$ cat src/rtl/pair_alu_pkg.sv
package pair_alu_pkg;

  typedef enum logic [1:0] {
    OP_ADD  = 2'd0,
    OP_ADC  = 2'd1,
    OP_SBC  = 2'd2,
    OP_ADD2 = 2'd3
  } pair_op_e;

  localparam int FB_C  = 0;
  localparam int FB_N  = 1;
  localparam int FB_PV = 2;
  localparam int FB_X3 = 3;
  localparam int FB_H  = 4;
  localparam int FB_X5 = 5;
  localparam int FB_Z  = 6;
  localparam int FB_S  = 7;

endpackage

$ cat src/rtl/pair_alu_adder.sv
module pair_alu_adder
  import pair_alu_pkg::*;
#(
  parameter int WIDTH = 16
) (
  input  pair_op_e           op,
  input  logic [WIDTH-1:0]   dst,
  input  logic [WIDTH-1:0]   src,
  input  logic               cin,
  output logic [WIDTH-1:0]   sum,
  output logic               carry,
  output logic               half,
  output logic               ovf
);
  localparam int MSB      = WIDTH - 1;
  localparam int HALF_BIT = WIDTH - 4;

  logic             is_sub;
  logic             chain;
  logic [WIDTH-1:0] b_eff;
  logic             c_eff;
  logic [WIDTH:0]   raw;
  logic [WIDTH-1:0] xor_vec;

  // Subtraction as dst + ~src + ~cin; the carry outputs are inverted to give borrows.
  always_comb begin
    is_sub  = (op == OP_SBC);
    chain   = (op == OP_ADC) || (op == OP_SBC);
    b_eff   = is_sub ? ~src : src;
    c_eff   = is_sub ? ~cin : (chain & cin);
    raw     = {1'b0, dst} + {1'b0, b_eff} + {{WIDTH{1'b0}}, c_eff};
    sum     = raw[MSB:0];
    xor_vec = dst ^ b_eff ^ sum;
    carry   = raw[WIDTH] ^ is_sub;
    half    = xor_vec[HALF_BIT] ^ is_sub;
    ovf     = (dst[MSB] == b_eff[MSB]) && (sum[MSB] != dst[MSB]);
  end

endmodule

$ cat src/rtl/pair_alu_flags.sv
module pair_alu_flags
  import pair_alu_pkg::*;
#(
  parameter int WIDTH  = 16,
  parameter int FLAG_W = 8
) (
  input  pair_op_e          op,
  input  logic [WIDTH-1:0]  sum,
  input  logic              carry,
  input  logic              half,
  input  logic              ovf,
  input  logic [FLAG_W-1:0] flags_in,
  output logic [FLAG_W-1:0] flags_nx
);
  localparam int MSB = WIDTH - 1;

  logic chain;

  always_comb begin
    chain          = (op == OP_ADC) || (op == OP_SBC);
    flags_nx       = '0;
    flags_nx[FB_C] = carry;
    flags_nx[FB_H] = half;
    flags_nx[FB_N] = (op == OP_SBC);
    if (chain) begin
      flags_nx[FB_S]  = sum[MSB];
      flags_nx[FB_Z]  = ~|sum;
      flags_nx[FB_PV] = ovf;
    end else begin
      flags_nx[FB_S]  = flags_in[FB_S];
      flags_nx[FB_Z]  = flags_in[FB_Z];
      flags_nx[FB_PV] = flags_in[FB_PV];
    end
  end

endmodule

$ cat src/rtl/pair_alu.sv
module pair_alu
  import pair_alu_pkg::*;
#(
  parameter int WIDTH  = 16,
  parameter int FLAG_W = 8
) (
  input  logic              clk,
  input  logic              rst,
  input  logic              in_valid,
  input  logic [1:0]        op,
  input  logic [WIDTH-1:0]  dst,
  input  logic [WIDTH-1:0]  src,
  input  logic [FLAG_W-1:0] flags_in,
  output logic              out_valid,
  output logic [WIDTH-1:0]  result,
  output logic [FLAG_W-1:0] flags_out
);
  localparam int MSB = WIDTH - 1;

  pair_op_e          op_q;
  logic [WIDTH-1:0]  sum_w;
  logic              carry_w;
  logic              half_w;
  logic              ovf_w;
  logic [FLAG_W-1:0] flags_w;

  assign op_q = pair_op_e'(op);

  pair_alu_adder #(.WIDTH(WIDTH)) u_add (
    .op    (op_q),
    .dst   (dst),
    .src   (src),
    .cin   (flags_in[FB_C]),
    .sum   (sum_w),
    .carry (carry_w),
    .half  (half_w),
    .ovf   (ovf_w)
  );

  pair_alu_flags #(.WIDTH(WIDTH), .FLAG_W(FLAG_W)) u_flg (
    .op       (op_q),
    .sum      (sum_w),
    .carry    (carry_w),
    .half     (half_w),
    .ovf      (ovf_w),
    .flags_in (flags_in),
    .flags_nx (flags_w)
  );

  always_ff @(posedge clk) begin
    if (rst) begin
      out_valid <= 1'b0;
      result    <= '0;
      flags_out <= '0;
    end else begin
      out_valid <= in_valid;
      if (in_valid) begin
        result    <= sum_w;
        flags_out <= flags_w;
      end
    end
  end

  AST_VALID_FOLLOWS: assert property (@(posedge clk) disable iff (rst)
    in_valid |=> out_valid);
  AST_VALID_DROPS: assert property (@(posedge clk) disable iff (rst)
    !in_valid |=> !out_valid);
  AST_HOLD_IDLE: assert property (@(posedge clk) disable iff (rst)
    !in_valid |=> ($stable(result) && $stable(flags_out)));
  AST_ADD_KEEPS: assert property (@(posedge clk) disable iff (rst)
    (in_valid && (op == 2'd0 || op == 2'd3)) |=>
      (flags_out[FB_S] == $past(flags_in[FB_S]) && flags_out[FB_Z] == $past(flags_in[FB_Z])
       && flags_out[FB_PV] == $past(flags_in[FB_PV])));
  AST_SBC_SETS_N: assert property (@(posedge clk) disable iff (rst)
    (in_valid && op == 2'd2) |=> flags_out[FB_N]);
  AST_CHAIN_ZERO: assert property (@(posedge clk) disable iff (rst)
    (in_valid && (op == 2'd1 || op == 2'd2)) |=> (flags_out[FB_Z] == (result == '0)));
  AST_CHAIN_SIGN: assert property (@(posedge clk) disable iff (rst)
    (in_valid && (op == 2'd1 || op == 2'd2)) |=> (flags_out[FB_S] == result[MSB]));
  AST_SPARE_CLEAR: assert property (@(posedge clk) disable iff (rst)
    (!flags_out[FB_X5] && !flags_out[FB_X3]));

endmodule

$ cat config.mk
export PLATFORM = sky130hd
export DESIGN_NAME = pair_alu
export DESIGN_NICKNAME = d
export VERILOG_FILES = /design/src/rtl/pair_alu_pkg.sv /design/src/rtl/pair_alu_adder.sv /design/src/rtl/pair_alu_flags.sv /design/src/rtl/pair_alu.sv
export SDC_FILE = /design/constraint.sdc
export NUM_CORES = 1
export LEC_CHECK = 0
export BUFFER_PORTS_ARGS = -buffer_cell sky130_fd_sc_hd__buf_2
export CAP_MARGIN = 0
export CORE_MARGIN = 4
export CORE_UTILIZATION = 41
export DETAILED_ROUTE_END_ITERATION = 16
export PLACE_DENSITY = 0.67
export SYNTH_ARGS = -nofsm -noshare
export SYNTH_HDL_FRONTEND = slang
export SYNTH_SLANG_ARGS = --single-unit
export TNS_END_PERCENT = 10
$ cat constraint.sdc
create_clock -name clk -period 6.6 [get_ports clk]
set_input_delay 1.32 -clock clk [delete_from_list [all_inputs] [get_ports clk]]
set_output_delay 1.32 -clock clk [all_outputs]
set_load 0.02 [all_outputs]
==> metrics.cfg <==
[run_status]
status = complete, no violations

[layout]
finish.net_count = 375
finish.cell_count_without_fillers = 378
final_common_cell = sky130_fd_sc_hd__buf_2
final_design_area_no_fill_um2 = 2500
antennaDiodeCount = 0
layout.cells.most_common_list = sky130_fd_sc_hd__buf_2, sky130_fd_sc_hd__nor2_1, sky130_fd_sc_hd__dfxtp_1
area_growth_pct = 18.4
layout-drive-gt1-share_pct = 25.4

[clocking]
clock_insertion_delay_worst_skew_ns = 0.26
postCtsResizedCells = 0
clock_sink_count = 23
clk_path_buf_depth = 2
post_cts_setup_inserts = 0
cts_tree = built
cts-buffers-inserted = 3
cts_root_buf = sky130_fd_sc_hd__clkbuf_8
htreeDepth = 1
clkTransAtPathRegs_ns = 0.08
postCtsHoldBufs = 0

[grt]
gr-usage-met3_pct = 2.71
grt-ovfl-total = 0
maximum_number_of_pins_on_one_net_before_global_route_repair = 27
grt.met2_usage_pct = 27.3
grt_antenna_before_repair = 0
grt_pass1_wl_um = 8180
grt.total_usage_pct = 15.6
grt_use_met1_pct = 20.6
global_route.peak_usage_layer = met2
first_global_vias = 1789

[critical_path]
criticalPathCategory = in -> reg
critPathMaxFanout = 11
critical_path_startpoint_category = primary input
critPathCaptureType = flop
worst_ep_required_time_ns = 6.81
setup.reg_to_reg.worst_slack_ns = 5.15
crit_arrival_ns = 4.74

[logic_synthesis]
syn-mean-instance-area_um2 = 8.20
netlist_area_um2 = 2110
netlist_instances = 257
synth.yosys.seq_area_share_pct = 21.8
compound_gate_fraction_of_synth_area_pct = 23.0
ys_ff_latch = 23
synthDistinctLibCells = 58
synth_top_family_by_area = simple AND/OR/NAND/NOR gates
number_of_flops_mapped_to_enable_cells_by_yosys = 0
post_synth_fa_ha_maj_area_fraction_pct = 11.4
multiplexer_fraction_of_the_synthesized_cell_area_pct = 5.76
synth-warning-count = 0
xor_xnor_cell_area_share_of_the_yosys_netlist_pct = 9.55
dominantRegCellSynth = sky130_fd_sc_hd__dfxtp_1
synthSimpleGateAreaFrac_pct = 23.8
synthArstFlopShare_pct = 0

[place]
detailed_place_hpwl_um = 4020
placed_cell_area_um2 = 2450
port_buffers = 63
post-place-ws_ns = 1.73
post-place-cells = 374
gp_congestion = 0.821

[drt]
antenna_violating_nets_post_route = 0
avgViaCountPerCell = 5.37
firstDrtPassIters = 4
routed-via-count = 2028
wl_per_cell_um = 13.2
finalWirelength_um = 4990
drc_errors = 0
initialDrtViolationCount = 105

[timing]
final.min_clock_period_ns = 4.53
setup-tns-final_ns = 0
fin_skew_ns = 0
final.setup.worst_slack_ns = 2.07
layout_worst_path_cycle_share_pct = 68.7
hold_viol = 0
max_freq_mhz = 221
report.final.slew_viol_count = 0
rsz_0062_raised_after_global_routing = false
finalSetupViolations = 0
worst_hold_check_slack_ns = 0.477
slew_headroom_pct = 59.2
worst_pin_slew_ns = 0.612

[job]
max_cap_violation_count = 0

[pwr]
power_per_cell_area_nw_per_um2 = 205
total_leakage_power_uw = 0.00122
max_rail_drop_vdd_mv = 0.0992

[die]
core_area_um2 = 4850
number_of_core_rows = 25
pin_count = 70
die_w_um = 79.7
die_h_um = 79.7
initial_utilization_pct = 43.5
dieArea_um2 = 6350

[min_path]
holdCritPathClass = reg -> reg

path summary, 6_finish.rpt:
check / from / to / depth (start not counted)
min: result[0]$_SDFFE_PP0P_ / result[0]$_SDFFE_PP0P_ / 2
max: op[0] / flags_out[6]$_SDFFE_PP0P_ / 15
min reg2reg: result[0]$_SDFFE_PP0P_ / result[0]$_SDFFE_PP0P_ / 2
max reg2reg: flags_out[6]$_SDFFE_PP0P_ / flags_out[6]$_SDFFE_PP0P_ / 5
cell type report:
| type | instances | area (um^2) |
|---|---|---|
| clock buffer | 4 | 45.0 |
| inverter | 7 | 26.3 |
| tap | 67 | 83.8 |
| timing repair buffer | 64 | 323 |
| sequential | 23 | 460 |
| fill | 495 | 2350 |
| multi-input combinational | 213 | 1560 |
synth_stat cells (all sizes together), types with 6 or more instances:
library cell	number	area (um^2)
nand2	8	30.0
o21ai	7	38.8
nand3	8	40.0
a211oi	9	72.6
a21oi	14	73.8
buf	7	37.5
xnor2	6	52.6
clkbuf	8	30.0
inv	7	26.3
nor2b	8	50.1
nor3	7	35.0
nor2	28	105
mux2i	11	110
dfxtp	23	460
ha	16	200
xor2	17	149
a21o	10	75.1
cell families (layout without fill, tap and decap cells):
family,after synthesis,after routing
flip-flops,23,23
AND/OR/NAND/NOR,91,91
XOR/XNOR,23,23
other,1,2
multiplexers,12,12
buffers and inverters,22,75
AO/OA/AOI/OAI,67,67
adder cells (fa/ha/maj),18,18
flip-flops by register name, summed over array words and instances, names as in the netlist:
name       flops
out_valid      1
flags_out      6
result        16
per-stage QoR:
step | power, uW | utilization, %
2_1_floorplan | 363 | -
3_3_place_gp | 426 | 50.6
3_5_place_dp | 429 | 50.6
4_1_cts | 515 | 51.5
5_1_grt | 553 | 51.5
6_report | 511 | 51.5
critical path, cell delays in order:
cell	delay [ns]
sky130_fd_sc_hd__buf_2	0.09
sky130_fd_sc_hd__inv_1	0.04
sky130_fd_sc_hd__ha_1	0.53
sky130_fd_sc_hd__nor2_1	0.10
sky130_fd_sc_hd__mux2i_1	0.19
sky130_fd_sc_hd__fa_1	0.23
sky130_fd_sc_hd__inv_1	0.06
sky130_fd_sc_hd__fa_1	0.42
sky130_fd_sc_hd__a21o_1	0.22
sky130_fd_sc_hd__a2111oi_0	0.49
sky130_fd_sc_hd__xnor2_1	0.21
sky130_fd_sc_hd__nand4_1	0.11
sky130_fd_sc_hd__or4_4	0.43
sky130_fd_sc_hd__nor4_2	0.15
sky130_fd_sc_hd__a21o_1	0.14
power breakdown:
group	leakage (uW)	internal (uW)	switching (uW)	total, uW
combinational	0.00101	109	152	261
clock	0.0000228	43.0	42.4	85.3
sequential	0.000190	156	8.92	164
routing by layer:
layer  wire length, um  part of all wire, %  up-vias
met5                 0                    0        -
met4                 0                    0        0
met3               244                  4.9        0
met2              2360                   47       49
met1              2380                   48      926
li1                  -                    -     1053
Power figures use the tool's default switching activity.
